===== config.mk =====
export PLATFORM = sky130hd
export DESIGN_NAME = fcx_cmp_flags
export DESIGN_NICKNAME = d
export VERILOG_FILES = /design/src/rtl/fcx_pkg.sv /design/src/rtl/fcx_operand_class.sv /design/src/rtl/fcx_flag_merge.sv /design/src/rtl/fcx_cmp_flags.sv
export SDC_FILE = /design/constraint.sdc
export NUM_CORES = 1
export LEC_CHECK = 0
export BUFFER_PORTS_ARGS = -buffer_cell sky130_fd_sc_hd__buf_2
export CORE_MARGIN = 2
export CORE_UTILIZATION = 23
export CTS_CLUSTER_SIZE = 40
export DETAILED_ROUTE_END_ITERATION = 7
export MAX_ROUTING_LAYER = met4
export PLACE_DENSITY = 0.91
export SLEW_MARGIN = 25
export SYNTH_ARGS = -nofsm -noshare
export SYNTH_HDL_FRONTEND = slang
export SYNTH_SLANG_ARGS = --single-unit

===== constraint.sdc =====
create_clock -name clk -period 1.45 [get_ports clk]
set_input_delay 0.0725 -clock clk [delete_from_list [all_inputs] [get_ports clk]]
set_output_delay 0.0725 -clock clk [all_outputs]
set_load 0.05 [all_outputs]

===== src/rtl/fcx_pkg.sv =====
// Package: shared widths, flag bit positions and the per-operand class type.
// Assumes IEEE-754 binary32 layout: sign at MSB, then exponent, then mantissa.
package fcx_pkg;
    parameter int FP_W   = 32;
    parameter int EXP_W  = 8;
    parameter int MAN_W  = 23;
    parameter int FLAG_W = 8;

    // Flag bit positions inside the result vector
    localparam int BIT_DBZ = 0;
    localparam int BIT_INX = 1;
    localparam int BIT_UNF = 2;
    localparam int BIT_OVF = 3;
    localparam int BIT_INV = 4;
    localparam int BIT_IFZ = 5;
    localparam int BIT_OFZ = 6;

    typedef struct packed {
        logic is_nan;
        logic is_denorm;
    } op_class_t;
endpackage


===== src/rtl/fcx_operand_class.sv =====
// Operand classifier: flags one binary32 word as NaN or denormal.
// Assumes the word follows the layout in fcx_pkg; zeros and infinities are neither class.
module fcx_operand_class
    import fcx_pkg::*;
#(
    parameter int W  = FP_W,
    parameter int EW = EXP_W,
    parameter int MW = MAN_W
) (
    input  logic [W-1:0] word_i,
    output op_class_t    class_o
);
    localparam int EXP_LO = MW;
    localparam int EXP_HI = MW + EW - 1;

    logic [EW-1:0] exp_f;
    logic [MW-1:0] man_f;
    logic          exp_max;
    logic          exp_min;
    logic          man_nz;

    // Split the word into its fields and decode the class
    always_comb begin
        exp_f   = word_i[EXP_HI:EXP_LO];
        man_f   = word_i[MW-1:0];
        exp_max = &exp_f;
        exp_min = ~|exp_f;
        man_nz  = |man_f;
        class_o.is_nan    = exp_max & man_nz;
        class_o.is_denorm = exp_min & man_nz;
    end

    // the two classes are exclusive for any word
    always_comb begin
        a_r5_class_exclusive: assert (!(class_o.is_nan && class_o.is_denorm))
            else $error("operand classified both NaN and denormal");
    end
endmodule


===== src/rtl/fcx_flag_merge.sv =====
// Flag combiner: folds the classes of N operands into the exception vector.
// Assumes a compare can only raise invalid and input-flush; other bits stay 0.
module fcx_flag_merge
    import fcx_pkg::*;
#(
    parameter int N_OPS = 2,
    parameter int FW    = FLAG_W
) (
    input  op_class_t [N_OPS-1:0] class_i,
    output logic      [FW-1:0]    flags_o
);
    logic any_nan;
    logic any_den;

    // OR-reduce the per-operand classes and place them at their bit positions
    always_comb begin
        any_nan = 1'b0;
        any_den = 1'b0;
        for (int i = 0; i < N_OPS; i++) begin
            any_nan = any_nan | class_i[i].is_nan;
            any_den = any_den | class_i[i].is_denorm;
        end
        flags_o          = '0;
        flags_o[BIT_INV] = any_nan;
        flags_o[BIT_IFZ] = any_den;
    end
endmodule


===== src/rtl/fcx_cmp_flags.sv =====
// Top: exception-flag unit for a floating-point greater-than compare.
// Classifies both operands, merges flags, registers the guarded write-back.
// Assumes issue_i is a one-cycle strobe per operation; synchronous active-low reset.
module fcx_cmp_flags
    import fcx_pkg::*;
#(
    parameter int N_OPS = 2
) (
    input  logic             clk,
    input  logic             rst_n,
    input  logic             issue_i,
    input  logic [FP_W-1:0]  guard_i,
    input  logic [FP_W-1:0]  opa_i,
    input  logic [FP_W-1:0]  opb_i,
    output logic [FP_W-1:0]  result_o,
    output logic             wr_en_o
);
    localparam int PAD_W = FP_W - FLAG_W;

    logic      [N_OPS-1:0][FP_W-1:0] ops;
    op_class_t [N_OPS-1:0]           cls;
    logic      [FLAG_W-1:0]          flags;
    logic                            commit;
    logic      [FP_W-1:0]            res_q;
    logic                            we_q;

    // Gather operands into an indexed array
    always_comb begin
        ops[0] = opa_i;
        ops[1] = opb_i;
    end

    genvar gi;
    generate
        for (gi = 0; gi < N_OPS; gi++) begin : g_class
            fcx_operand_class u_class (
                .word_i (ops[gi]),
                .class_o(cls[gi])
            );
        end
    endgenerate

    fcx_flag_merge #(.N_OPS(N_OPS), .FW(FLAG_W)) u_merge (
        .class_i(cls),
        .flags_o(flags)
    );

    // Write happens only when issued with guard LSB set
    always_comb commit = issue_i & guard_i[0];

    // Result and write-enable register, one cycle latency
    always_ff @(posedge clk) begin
        if (!rst_n) begin
            res_q <= '0;
            we_q  <= 1'b0;
        end else begin
            we_q <= commit;
            if (commit) res_q <= {{PAD_W{1'b0}}, flags};
        end
    end

    assign result_o = res_q;
    assign wr_en_o  = we_q;

    // a guarded issue produces a write in the next cycle
    a_r2_write_follows_issue: assert property (@(posedge clk) disable iff (!rst_n)
        (issue_i && guard_i[0]) |=> wr_en_o);
    // a false guard blocks the write and keeps the result
    a_r3_guard_blocks: assert property (@(posedge clk) disable iff (!rst_n)
        (issue_i && !guard_i[0]) |=> (!wr_en_o && $stable(result_o)));
    // idle cycles leave the destination alone
    a_r9_idle_holds: assert property (@(posedge clk) disable iff (!rst_n)
        !issue_i |=> (!wr_en_o && $stable(result_o)));
    // a NaN operand on a guarded issue raises invalid
    a_r4_nan_invalid: assert property (@(posedge clk) disable iff (!rst_n)
        (commit && (cls[0].is_nan || cls[1].is_nan)) |=> result_o[BIT_INV]);
    // no bit outside invalid and input-flush is ever set
    a_r8_reserved_zero: assert property (@(posedge clk) disable iff (!rst_n)
        (result_o & ~(32'h1 << BIT_INV | 32'h1 << BIT_IFZ)) == '0);
endmodule


* Word-level counts from Yosys, hierarchy flattened
Index checks and enable logic that the tools add are counted.
Storage, ports and cells: bits of input ports 99, register bits 3, output and inout port bits 33, logic and storage cells 17
Operators by class: reductions and logical operators 8, bitwise operators 7
Operator list (count):
- $reduce_or A23 Y1 | 2
- $reduce_and A8 Y1 | 2
- $reduce_or A8 Y1 | 2
- $and A1 B1 Y1 | 5
- $logic_not A1 Y1 | 2
- $or A1 B1 Y1 | 2

* Logic depth before layout (Yosys ltp)
Gate-level depths: netlist of run 1.
word-level depth 4, depth in mapped cells 4

* Modules after synthesis
From an unflattened synthesis of run 1, not the netlist that was laid out.
Unflattened totals: cells, all modules 106, area, all modules 842.1 um^2
By module, submodules not included:
- fcx_cmp_flags | seq. area each 180.2 um^2, cells an instance 65, times used 1, area each 573.0 um^2
- fcx_operand_class | seq. area each 0.0 um^2, cells an instance 15, times used 2, area each 96.3 um^2
- fcx_flag_merge | seq. area each 0.0 um^2, cells an instance 11, times used 1, area each 76.3 um^2

* Worst setup path before layout of run 1
Ideal clock, no wire load.
path type flip-flop to flip-flop, start reg result_o[5] (netlist name), end reg res_q[5] (netlist: result_o[5]), library setup time 0.075 ns, setup slack 0.275 ns, required time 1.375 ns, data arrival time 1.100 ns, stages on the path, launching flop included 5, clock period less this slack 1.175 ns, cell sequence dfxtp_1 > a21oi_1 > nor4_1 > nand4b_1 > o22ai_1
RTL lines:
- end signal, assigned | RTL line fcx_cmp_flags.sv:58 | if (commit) res_q <= {{PAD_W{1'b0}}, flags};
- end, declared | RTL line fcx_cmp_flags.sv:24 | logic [FP_W-1:0] res_q;

==> summary.md, run 1 <==
| Metric | Value |
|---|---|
| Status | `completed` |
| Max clock buf depth | `2` |
| Most common cell in the netlist | `buf_4` |
| Routability congestion estimate | `0.825` |
| Critical Path RT | `1.61 ns` |
| Main synth FF type | `dfxtp_1` |
| Switching pwr | `258 µW` |
| Clk pwr share | `28.1%` |
| Share of cells above drive strength 1 | `49.7%` |
| Max-Cap Viols | `0` |
| Post-synth top area cell | `buf_4` |
| EDFF count, synth | `0` |
| Root Buffer | `clkbuf_4` |
| VDD IR-drop max | `0.000383 V` |
| Synth Instances | `76` |
| Top-level port count | `132` |
| Ys async rst share | `0%` |
| Setup TNS | `0 ns` |
| Vias in the first global route | `649` |
| Final instance area | `821 µm²` |
| Crit path max fanout | `3` |
| WP buf/inv | `0` |
| First-pass GRT wire length | `2.26 mm` |
| Final Hold Violating Endpoints | `0` |
| Final wirelength | `1.59 mm` |
| # hold bufs at CTS | `0` |
| Synth Warn # | `0` |
| Seq pwr share | `16.4%` |
| CTS tree | `done` |
| Clock-pin slew on the worst setup and hold paths | `0.04 ns` |
| Slowest Stage Delay on Critical Path | `0.35 ns` |
| Mapped cell area | `536 µm²` |
| Netlist cell types | `18` |
| P&R area growth vs syn | `53.3%` |
| Post CTS Setup Buffer Count | `0` |
| RSZ-0062 raised after global routing | `false` |
| Cell family with the largest share of critical-path delay | `flip-flops` |
| Worst hold slack | `0.171 ns` |
| Switching Share | `50.0%` |
| Fin crit share | `66.2%` |
| Total gr overflow | `0` |
| Residual DRC | `0` |
| Die W | `52.3 µm` |
| Endpoints failing setup | `0` |
| Core ar. | `2210 µm²` |
| Initial Util | `24.2%` |
| FMAX | `1.04 GHz` |
| Cell internal pwr | `259 µW` |
| Fin crit period | `0.959 ns` |
| H-Tree Depth | `1` |
| # diodes | `0` |
| Port bufs | `68` |
| Global Route Usage Sum | `11.6%` |
| Routed Antenna Nets | `0` |
| PostCTS Resize Cnt | `0` |
| Cell Pwr Density | `630 nW/µm²` |
| Critical path, cell by cell | `a21oi_1, nor4_1, nand4b_1, o22ai_1` |
| NumNets Final | `247` |
| Die Span Y | `52.3 µm` |
| Leak | `0.454 nW` |
| Std-Cell Rows | `17` |
| Final Max Tran Viols | `0` |
| Largest net degree at the start of global routing | `6` |
| Worst-Skew Late Latency | `0.23 ns` |
| Starting DRT DRC Count | `2` |
| Via count | `757` |
| Fin util | `37.1%` |
| Antenna violations before repair | `0` |
| HPWL after detailed placement | `1.49 mm` |
| Largest cells by area after synthesis | `buf_4, nor4_1, dfxtp_1, nand4_1, nor3_1` |
| DR pass1 iterations | `2` |
| CP endpoint kind | `flop` |
| Setup crit start kind | `flop` |
| Combinational share of power | `55.5%` |
| CP max-delay cell | `dfxtp_1` |
| Die ar. | `2730 µm²` |
| Yosys top cell area share | `42.1%` |
| Post-Place Cell Area | `795 µm²` |
| Fill cells | `251` |
| Syn_area_per_cell | `7.05 µm²` |
| Register area share after synthesis | `11.2%` |
| Sink Count | `3` |
| Synthesized flop and latch total | `3` |
| Hold WC Path Type | `input pin to flop` |
| Drt wl/cell | `9.07 µm` |
| CP arrival | `1.12 ns` |
| CTS buffer count | `3` |
| Critical path class | `flop to flop` |
| Synth cell count leaders | `buf_4, nor4_1, nand4_1, nor3_1` |
| Layout Skew | `0 ns` |
| Post-DR vias/cell | `4.33` |
==> flip-flops by register name, indices dropped and copies added, names as in the netlist <==
signal,count
wr_en_o,1
result_o,2
==> area by class of cell <==
type	instances	area (µm²)	share of cell area (%)
Clock buffer	4	26.3	3.20
Tap cell	28	35.0	4.27
Sequential cell	3	60.1	7.32
Multi-Input combinational cell	72	359	43.7
Timing Repair Buffer	68	340	41.5
==> worst paths after layout <==
check	depth (start not counted)	slack, ns	to	startpoint
setup reg to reg	4	0.49	result_o[5]$_SDFFE_PN0P_	result_o[5]$_SDFFE_PN0P_
hold reg to reg	4	0.67	result_o[4]$_SDFFE_PN0P_	result_o[4]$_SDFFE_PN0P_
hold / removal	3	0.17	result_o[5]$_SDFFE_PN0P_	opb_i[29]
setup / recovery	4	0.49	result_o[5]$_SDFFE_PN0P_	result_o[5]$_SDFFE_PN0P_
==> cell families (layout without fill, tap and decap cells) <==
kind of cell           count (synthesis)  in the layout  share of synthesized area, %
buffers and inverters                 30             72                          42.1
AO/OA/AOI/OAI                          7              7                          7.01
AND/OR/NAND/NOR                       35             35                          39.0
other                                  1             30                         0.700
flip-flops                             3              3                          11.2
==> through the flow <==
stage | power, mW | cells | worst slack (ns)
3_3_place_gp | 0.369 | 171 | 0.389
6_report | 0.517 | 175 | 0.491
4_1_cts | 0.522 | 175 | 0.515
5_1_grt | 0.556 | 175 | 0.366
2_1_floorplan | 0.338 | 105 | 0.275
3_5_place_dp | 0.372 | 171 | 0.361
==> worst reg2reg max path: stages (launching register included) <==
cell	delay, ns
dfxtp_1	0.35
a21oi_1	0.06
nor4_1	0.17
nand4b_1	0.15
o22ai_1	0.16
==> per-layer routing <==
metal / vias to the layer above / wire length [µm] / track usage [%]
met5: - / 0 / -
met4: 0 / 19 / 3.85
met3: 2 / 195 / 3.71
met1: 324 / 495 / 8.67
met2: 60 / 877 / 24.7
li1: 371 / - / -
==> placed cells by master (no fill, tap or decap), drive strengths merged, types with 2 or more instances in the layout <==
master | netlist | routed
a21oi | 3 | 3
and3 | 3 | 3
buf | 30 | 68
clkbuf | 0 | 4
conb | 1 | 30
dfxtp | 3 | 3
nand2 | 4 | 4
nand4 | 5 | 5
nor2 | 2 | 2
nor3 | 4 | 4
nor4 | 15 | 15
o21ai | 2 | 2
==> power groups by stage <==
stage	clock network [mW]	registers, mW	logic (mW)
3_3_place_gp	0	0.0857	0.284
4_1_cts	0.151	0.0846	0.286
6_report	0.146	0.0846	0.287
3_5_place_dp	0	0.0858	0.286
2_1_floorplan	0	0.0901	0.248
5_1_grt	0.166	0.0845	0.306
No activity file was read; power rests on OpenSTA's default activity.
==> run 2, diff against run 1 <==
CORE_UTILIZATION = 19   (was 23)
PLACE_DENSITY = 0.81   (was 0.91)
clock period = 0.81 ns   (was 1.45 ns; I/O delays follow)
==> summary.md, run 2 (synthesis gave the netlist of run 1 again) <==
| Metric | Value |
|---|---|
| PostCTS Resize Cnt | `2 (+2)` |
| Starting DRT DRC Count | `39 (+37)` |
| Commonest non-fill, non-tap cell in the layout | `buf_2` |
| Worst-Skew Late Latency | `0.23 ns (about the same)` |
| Max clock buf depth | `2 (unchanged)` |
| Setup crit start kind | `flop` |
| Antenna violations before repair | `0 (unchanged)` |
| CTS buffer count | `3 (unchanged)` |
| Share of cells above drive strength 1 | `52.3% (+2.7 points)` |
| First-pass GRT wire length | `2.44 mm (+7.6%)` |
| Residual DRC | `0 (unchanged)` |
| Violated checks | `setup timing` |
| Routed Antenna Nets | `0 (unchanged)` |
| Initial Util | `19.8% (-4.4 points)` |
| Std-Cell Rows | `19 (+2)` |
| Hold WC Path Type | `input pin to flop` |
| VDD IR-drop max | `0.000454 V (+19%)` |
| Final instance area | `865 µm² (+5.3%)` |
| CP arrival | `1.07 ns (-0.05 ns)` |
| Global Route Usage Sum | `9.68% (-1.9 points)` |
| P&R area growth vs syn | `61.4%` |
| CTS tree | `done` |
| FMAX | `1.08 GHz (+3.6%)` |
| FF-to-FF setup slack | `-0.12 ns (-0.61 ns)` |
| # diodes | `0 (unchanged)` |
| Clock-pin slew on the worst setup and hold paths | `0.03 ns (about the same)` |
| Critical Path RT | `0.96 ns (-0.65 ns)` |
| Port bufs | `68 (unchanged)` |
| Register-to-Register Path Depth | `4 (unchanged)` |
| Leak | `0.466 nW (+2.5%)` |
| Post CTS Setup Buffer Count | `0 (unchanged)` |
| Crit path to | `result_o[5]$_SDFFE_PN0P_` |
| Largest net degree at the start of global routing | `6 (unchanged)` |
| CP endpoint kind | `flop` |
| Max-Cap Viols | `0 (unchanged)` |
| Drt wl/cell | `8.72 µm (-3.9%)` |
| Final Hold Violating Endpoints | `0 (unchanged)` |
| Total gr overflow | `0 (unchanged)` |
| Die W | `57.1 µm (+9.3%)` |
| Layout Skew | `0 ns (unchanged)` |
| Commonest non-fill, non-tap cells in the layout | `buf_2, conb_1, nor4_1` |
| DR pass1 iterations | `4 (+2)` |
| Vias in the first global route | `639 (-1.5%)` |
| Die Span Y | `57.1 µm (+9.3%)` |
| H-Tree Depth | `1 (unchanged)` |
| # hold bufs at CTS | `0 (unchanged)` |
| Post-DR vias/cell | `4.06 (-6.2%)` |
| Post-Place Cell Area | `821 µm² (+3.3%)` |
| Routability congestion estimate | `0.759 (-8.0%)` |
| RR Endpoint | `result_o[5]$_SDFFE_PN0P_` |
| Max reg flops | `2 (unchanged)` |
| Final Worst Setup Slack | `-0.116 ns (-0.607 ns)` |
| Status | `finished, violations left` |
| Setup TNS | `-0.155 ns (-0.155 ns)` |
| CP Launch Point | `result_o[5]$_SDFFE_PN0P_` |
| Critical path class | `flop to flop` |
| Endpoints failing setup | `2 (+2)` |
| Die ar. | `3260 µm² (+19%)` |
| Root Buffer | `clkbuf_4` |
| NumNets Final | `249 (+0.81%)` |
| Final wirelength | `1.57 mm (-1.1%)` |
| Worst hold slack | `0.128 ns (-0.0426 ns)` |
| Via count | `730 (-3.6%)` |
| Fin crit period | `0.926 ns (-0.0331 ns)` |
| HPWL after detailed placement | `1.48 mm (-0.53%)` |
| Final Max Tran Viols | `0 (unchanged)` |
| Cell Pwr Density | `1070 nW/µm² (+70%)` |
| Top-level port count | `132 (unchanged)` |
| FF-to-FF Start | `result_o[5]$_SDFFE_PN0P_` |
| Fin util | `31.9% (-5.2 points)` |
| Crit path max fanout | `3 (unchanged)` |
| RSZ-0062 raised after global routing | `true` |
| Sink Count | `3 (unchanged)` |
| Setup slack at placement | `-0.200 ns (-0.561 ns)` |
| Fin crit share | `114% (+48 points)` |
| Core ar. | `2710 µm² (+23%)` |
[run 2: critical path, stage by stage (launching register included)]
cell	delay, ns
dfxtp_4	0.34
a21oi_1	0.04
nor4_1	0.17
nand4b_1	0.14
o22ai_1	0.16
[run 2: worst min path at each step]
stage	start	end	slack, ns	depth (start not counted)
after CTS	opb_i[29]	result_o[5]$_SDFFE_PN0P_	0.12	3
after floorplan	rst_n	result_o[5]$_SDFFE_PN0P_	0.21	2
after global placement	opb_i[29]	result_o[5]$_SDFFE_PN0P_	0.36	3
after global routing	opb_i[29]	result_o[5]$_SDFFE_PN0P_	0.15	3
after detailed placement	opb_i[29]	result_o[5]$_SDFFE_PN0P_	0.36	3
final	opb_i[29]	result_o[5]$_SDFFE_PN0P_	0.13	3
[run 2: layout make-up]
| class | count | area (µm²) |
|---|---|---|
| clock buffers | 4 | 26.3 |
| fillers | 295 | 1850 |
| multi-input cells | 72 | 365 |
| flip-flops and latches | 3 | 67.6 |
| well taps | 31 | 38.8 |
| repair buffers | 70 | 367 |
[run 2: metrics by stage]
| step | std cells | total power [mW] |
|---|---|---|
| 4_1_cts | 180 | 0.939 |
| 5_1_grt | 180 | 0.984 |
| 3_5_place_dp | 176 | 0.665 |
| 2_1_floorplan | 105 | 0.598 |
| 3_3_place_gp | 176 | 0.662 |
| 6_report | 180 | 0.925 |
[run 2: report_power, final]
part | total, mW | switching (mW) | internal, mW
logic | 0.522 | 0.387 | 0.135
clock network | 0.257 | 0.0730 | 0.184
registers | 0.145 | 0.000641 | 0.144
total | 0.925 | 0.461 | 0.464
[run 2: routing by layer]
layer	vias up	track usage (%)	wire [µm]
met5	-	-	0
met4	0	5.98	19
met2	53	16.7	806
met1	302	9.38	526
li1	373	-	-
met3	2	2.95	217
